`src/rtl/irq_router_pkg.sv`:
```
package irq_router_pkg;
  localparam int NUM_CPU = 4;
  localparam int ID_W    = 10;
  localparam int ADDR_W  = 13;
  localparam logic [ID_W-1:0] NONE_ID = 10'd1023;

  // global window
  localparam logic [ADDR_W-1:0] OFF_CTRL   = 13'h000;
  localparam logic [ADDR_W-1:0] OFF_EN_SET = 13'h030;
  localparam logic [ADDR_W-1:0] OFF_EN_CLR = 13'h034;
  localparam logic [ADDR_W-1:0] OFF_ROUTE  = 13'h100;
  // per-CPU window
  localparam logic [ADDR_W-1:0] OFF_ACK    = 13'h044;
  localparam logic [ADDR_W-1:0] OFF_MSK_ST = 13'h048;
  localparam logic [ADDR_W-1:0] OFF_MSK_CL = 13'h04C;

  function automatic logic is_private(int n, int timer_src);
    return (n == 0) || (n == 1) || (n == timer_src);
  endfunction
endpackage

```
`src/rtl/irq_src_regs.sv`:
```
module irq_src_regs
  import irq_router_pkg::*;
#(
  parameter int NUM_SRC = 32
) (
  input  logic                              clk_i,
  input  logic                              rst_ni,
  input  logic                              en_set_i,
  input  logic                              en_clr_i,
  input  logic [ID_W-1:0]                   idx_i,
  input  logic                              route_we_i,
  input  logic [ID_W-1:0]                   route_idx_i,
  input  logic [NUM_CPU-1:0]                route_data_i,
  output logic [NUM_SRC-1:0]                en_o,
  output logic [NUM_SRC-1:0][NUM_CPU-1:0]   route_o
);
  for (genvar n = 0; n < NUM_SRC; n++) begin : g_src
    logic hit, rhit;
    assign hit  = (idx_i == ID_W'(n));
    assign rhit = route_we_i && (route_idx_i == ID_W'(n));

    always_ff @(posedge clk_i or negedge rst_ni) begin
      if (!rst_ni) begin
        en_o[n]    <= 1'b0;
        route_o[n] <= '0;
      end else begin
        if (en_set_i && hit)      en_o[n] <= 1'b1;
        else if (en_clr_i && hit) en_o[n] <= 1'b0;
        if (rhit) route_o[n] <= route_data_i;
      end
    end
  end
endmodule

```
`src/rtl/irq_cpu_bank.sv`:
```
module irq_cpu_bank
  import irq_router_pkg::*;
#(
  parameter int NUM_SRC   = 32,
  parameter int TIMER_SRC = 5
) (
  input  logic               clk_i,
  input  logic               rst_ni,
  input  logic               msk_set_i,
  input  logic               msk_clr_i,
  input  logic [ID_W-1:0]    idx_i,
  input  logic [NUM_SRC-1:0] src_i,
  input  logic [NUM_SRC-1:0] en_i,
  input  logic [NUM_SRC-1:0] route_i,
  output logic [NUM_SRC-1:0] mask_o,
  output logic               irq_o,
  output logic [ID_W-1:0]    id_o
);
  logic [NUM_SRC-1:0] elig;

  for (genvar n = 0; n < NUM_SRC; n++) begin : g_src
    logic hit, gate;
    assign hit = (idx_i == ID_W'(n));
    // private sources bypass enable and routing
    if (is_private(n, TIMER_SRC)) begin : g_priv
      assign gate = 1'b1;
    end else begin : g_shr
      assign gate = en_i[n] & route_i[n];
    end
    assign elig[n] = src_i[n] & ~mask_o[n] & gate;

    always_ff @(posedge clk_i or negedge rst_ni) begin
      if (!rst_ni)               mask_o[n] <= 1'b1;
      else if (msk_set_i && hit) mask_o[n] <= 1'b1;
      else if (msk_clr_i && hit) mask_o[n] <= 1'b0;
    end
  end

  assign irq_o = |elig;

  always_comb begin
    id_o = NONE_ID;
    for (int n = NUM_SRC - 1; n >= 0; n--)
      if (elig[n]) id_o = ID_W'(n);
  end
endmodule

```
`src/rtl/irq_router.sv`:
```
module irq_router
  import irq_router_pkg::*;
#(
  parameter int NUM_SRC   = 32,
  parameter int TIMER_SRC = 5
) (
  input  logic               clk_i,
  input  logic               rst_ni,
  input  logic               req_i,
  input  logic               we_i,
  input  logic               win_i,
  input  logic [1:0]         cpu_id_i,
  input  logic [ADDR_W-1:0]  addr_i,
  input  logic [31:0]        wdata_i,
  output logic [31:0]        rdata_o,
  input  logic [NUM_SRC-1:0] src_i,
  output logic [NUM_CPU-1:0] irq_o
);
  localparam logic [ADDR_W-3:0] RT_LIM = (ADDR_W-2)'(NUM_SRC);

  logic                            acc_g, acc_c;
  logic [ID_W-1:0]                 idx;
  logic [ADDR_W-1:0]               roff;
  logic                            route_hit;
  logic [ID_W-1:0]                 route_idx;
  logic [NUM_SRC-1:0]              en_q;
  logic [NUM_SRC-1:0][NUM_CPU-1:0] route_q;
  logic [NUM_CPU*NUM_SRC-1:0]      mask_all;
  logic [NUM_CPU-1:0][ID_W-1:0]    ack_id;
  logic [31:0]                     rd_d;
  logic                            unused_wdata;

  assign acc_g        = req_i & ~win_i;
  assign acc_c        = req_i & win_i;
  assign idx          = wdata_i[ID_W-1:0];
  assign unused_wdata = ^wdata_i[31:ID_W];

  assign roff      = addr_i - OFF_ROUTE;
  assign route_hit = (addr_i >= OFF_ROUTE) && (roff[1:0] == 2'b00) &&
                     (roff[ADDR_W-1:2] < RT_LIM);
  assign route_idx = roff[ID_W+1:2];

  irq_src_regs #(.NUM_SRC(NUM_SRC)) u_src (
    .clk_i        (clk_i),
    .rst_ni       (rst_ni),
    .en_set_i     (acc_g && we_i && addr_i == OFF_EN_SET),
    .en_clr_i     (acc_g && we_i && addr_i == OFF_EN_CLR),
    .idx_i        (idx),
    .route_we_i   (acc_g && we_i && route_hit),
    .route_idx_i  (route_idx),
    .route_data_i (wdata_i[NUM_CPU-1:0]),
    .en_o         (en_q),
    .route_o      (route_q)
  );

  for (genvar c = 0; c < NUM_CPU; c++) begin : g_cpu
    logic [NUM_SRC-1:0] route_col;
    logic               sel;
    assign sel = acc_c && we_i && (cpu_id_i == 2'(c));
    for (genvar n = 0; n < NUM_SRC; n++) begin : g_col
      assign route_col[n] = route_q[n][c];
    end
    irq_cpu_bank #(.NUM_SRC(NUM_SRC), .TIMER_SRC(TIMER_SRC)) u_bank (
      .clk_i     (clk_i),
      .rst_ni    (rst_ni),
      .msk_set_i (sel && addr_i == OFF_MSK_ST),
      .msk_clr_i (sel && addr_i == OFF_MSK_CL),
      .idx_i     (idx),
      .src_i     (src_i),
      .en_i      (en_q),
      .route_i   (route_col),
      .mask_o    (mask_all[c*NUM_SRC +: NUM_SRC]),
      .irq_o     (irq_o[c]),
      .id_o      (ack_id[c])
    );
  end

  always_comb begin
    rd_d = '0;
    if (!win_i) begin
      if (addr_i == OFF_CTRL) rd_d = 32'(NUM_SRC) << 2;
      else if (route_hit)
        for (int n = 0; n < NUM_SRC; n++)
          if (route_idx == ID_W'(n)) rd_d = {28'b0, route_q[n]};
    end else if (addr_i == OFF_ACK) begin
      rd_d = {22'b0, ack_id[cpu_id_i]};
    end
  end

  always_ff @(posedge clk_i or negedge rst_ni) begin
    if (!rst_ni)              rdata_o <= '0;
    else if (req_i && !we_i)  rdata_o <= rd_d;
  end
endmodule

```
`config.mk`:
```
export PLATFORM = sky130hd
export DESIGN_NAME = irq_router
export DESIGN_NICKNAME = d
export VERILOG_FILES = /design/src/rtl/irq_router_pkg.sv /design/src/rtl/irq_src_regs.sv /design/src/rtl/irq_cpu_bank.sv /design/src/rtl/irq_router.sv
export SDC_FILE = /design/constraint.sdc
export NUM_CORES = 1
export LEC_CHECK = 0
export BUFFER_PORTS_ARGS = -buffer_cell sky130_fd_sc_hd__buf_2
export CAP_MARGIN = 20
export CORE_MARGIN = 4
export CORE_UTILIZATION = 56
export CTS_CLUSTER_DIAMETER = 150
export DETAILED_ROUTE_END_ITERATION = 8
export PLACE_DENSITY_LB_ADDON = 0.1
export SLEW_MARGIN = 30
export SYNTH_ARGS = -nofsm -noshare
export SYNTH_HDL_FRONTEND = slang
export SYNTH_HIERARCHICAL = 1
export SYNTH_SLANG_ARGS = --single-unit
```
`constraint.sdc`:
```
create_clock -name clk_i -period 2.4 [get_ports clk_i]
set_input_delay 0.48 -clock clk_i [delete_from_list [all_inputs] [get_ports clk_i]]
set_output_delay 0.48 -clock clk_i [all_outputs]
set_load 0.03 [all_outputs]
```
==> results.md <==
- Outcome: finished, violations left
- Violated checks: negative setup slack
- Commonest non-fill, non-tap cell in the layout: buf_4
- RSZ-0062 raised after global routing: true
- Min Hold Slack: ~0.48 ns
- Type of the worst min-delay path: reg2reg
- Measured slew at the worst slew-check pin: 0.6929 ns
- VDD IR max: around 0.00058 V
- # Max-Cap Violations: 0
- Clock skew: slightly below 0.02 ns
- Worst Path Class, Setup: reg2out
- Initial antenna violation count: 1
- Floorplan Core Area: about 33000 um2
- Cts bufs inserted: 34
- Fillers: approximately 2000
- Area grow syn2layout: 40.09%
- Crit. Startpoint: g_cpu[2].u_bank/mask_o[25]$_DFFE_PN1P_
- CP endpoint kind: output pin
- DRT iter0 DRCs: approximately 2400
- Worst EP arrival: 2.53 ns
- Most frequent cells in the layout: buf_4 (507), o21ai_1 (194), nand2_1 (145), dfrtp_1 (141), dfstp_2 (128)
- CTS sink count: 295
- CTS Buffer Depth: 3
- Initial core utilization: 0.5719
- First-pass GRT wire length: between 100000 and 150000 um
- Sum Neg Setup Slack: -14.53 ns
- DP HPWL: 64460 um
- Max-Slew Margin vs Limit: 0.5381
- Die Ht: ~190 um
- Leak: 11.86 nW
- CP max FO: 3
- Worst Hold Launch: g_cpu[0].u_bank/mask_o[3]$_DFFE_PN1P_
- Fin. max-slew vios: 0
- Final worst slack: -0.6089 ns
- Die W: about 190 um
- Final non-filler cell total: about 2900
- WL final: a little under 90000 um
- GRT overflow: 0
- Yosys synthesis warning count: 6
- Via-to-Cell Ratio: between 6 and 7
- Placed Area: about 23000 um2
- H-tree Lvls: 2
- Remaining DRCs: 0
- # rows: between 60 and 70
- Worst R2R Start: g_cpu[2].u_bank/mask_o[23]$_DFFE_PN1P_
- CTS Root Cell: clkbuf_16
- Avg WL per Cell: 30.82 um
- Gate Count Post-Synth: approximately 1800
- Mapped Area: 18700 um2
- Die area: between 30000 and 40000 um2
- Final core occ: 0.8012
- All-layer global routing usage: 0.4671
- RePlAce Congestion: 1.048
- FMAX: ~330 MHz
- Mapped Avg Cell Area: 10.42 um2
- Post-route cell area: roughly 26000 um2
- Ports: 120
- Routed Antenna Nets: 0
- Largest net degree at the start of global routing: 64
- Post-layout min period: roughly 3.0 ns
- Share of cells above drive strength 1: 0.5241
- Placed insts: approximately 2700
- CP startpoint kind: flop
- Port Buffers: 75
- Vias in the first global route: around 20000
- Worst EP required: 1.92 ns
- 1st-pass router iterations: 7
- Clock transition at path regs: around 0.060 ns
- Final Setup Violations: between 80 and 90
- TritonCTS clock tree: built
- Nets: 2487
- Clock insertion delay at the later pin of the skew report: 0.53 ns
- Vias: between 15000 and 20000
- Cell Pwr Density: 453.1 nW/um2
- Final worst path period share: 1.254
- Hold Vio Cnt, Final: 0
==> report_power, final <==
part	total (mW)	internal, mW	switching [mW]
clock network	5.58	3.39	2.19
registers	4.98	4.98	0.000136
logic	1.30	0.431	0.874
==> per-stage QoR <==
step | power [mW] | worst slack, ns
floorplan | 5.565 | -0.6309
global placement | 6.221 | -0.9479
detailed placement | 6.240 | -0.9885
CTS | 11.77 | -0.5521
global route | 12.11 | -0.6273
finish | 11.87 | -0.6089
==> path summary, 6_finish.rpt <==
path	to	slack, ns	depth (start not counted)
max	irq_o[2]	-0.61	5
min	g_cpu[0].u_bank/mask_o[3]$_DFFE_PN1P_	0.48	2
max reg2reg	rdata_o[1]$_DFFE_PN0P_	-0.42	12
min reg2reg	g_cpu[0].u_bank/mask_o[3]$_DFFE_PN1P_	0.48	2
max in group asynchronous	g_cpu[0].u_bank/mask_o[11]$_DFFE_PN1P_	0.98	3
min in group asynchronous	u_src/route_o[73]$_DFFE_PN0P_	0.55	2
==> state kept, by name (all words and copies together) (netlist names) <==
| signal | cells |
|---|---|
| rdata_o | 10 |
| g_cpu.u_bank/mask_o | 128 |
| u_src/route_o | 128 |
| u_src/en_o | 29 |
==> routing by layer <==
metal | vias up | global-route usage | part of all wire
li1 | 8037 | - | -
met1 | 9599 | 0.5713 | 0.35
met2 | 1549 | 0.7275 | 0.44
met3 | 450 | 0.1510 | 0.12
met4 | 0 | 0.2713 | 0.080
met5 | - | 0 | 0
==> layout make-up <==
class / instances / area, um2 / share of cell area
timing repair buffer: 667 / 5453 / 0.2081
inverter: 28 / 115.1 / 0.004393
antenna: 3 / 7.507 / 0.0002865
clock buffer: 47 / 980.9 / 0.03744
multi-input combinational: 1374 / 11320 / 0.4322
tap: 442 / 553.0 / 0.02111
sequential: 295 / 7575 / 0.2891
clock inverter: 12 / 191.4 / 0.007307
==> worst max-delay path, stage by stage, from the launching register on <==
cell      delay, ns
dfstp_2        0.58
nand4b_1       0.20
nand4_1        0.27
buf_4          0.25
or4_4          0.55
buf_6          0.16
==> repair_timing <==
action                                  CTS  global route
endpoints found under the setup margin  139           213
hold endpoints to repair                 25             0
hold buffers                              1             0
gates cloned                              0             3
pin swaps                                44            42
buffers inserted                         52            25
resized for setup                       186           129
No activity file was read; power rests on OpenSTA's default activity.
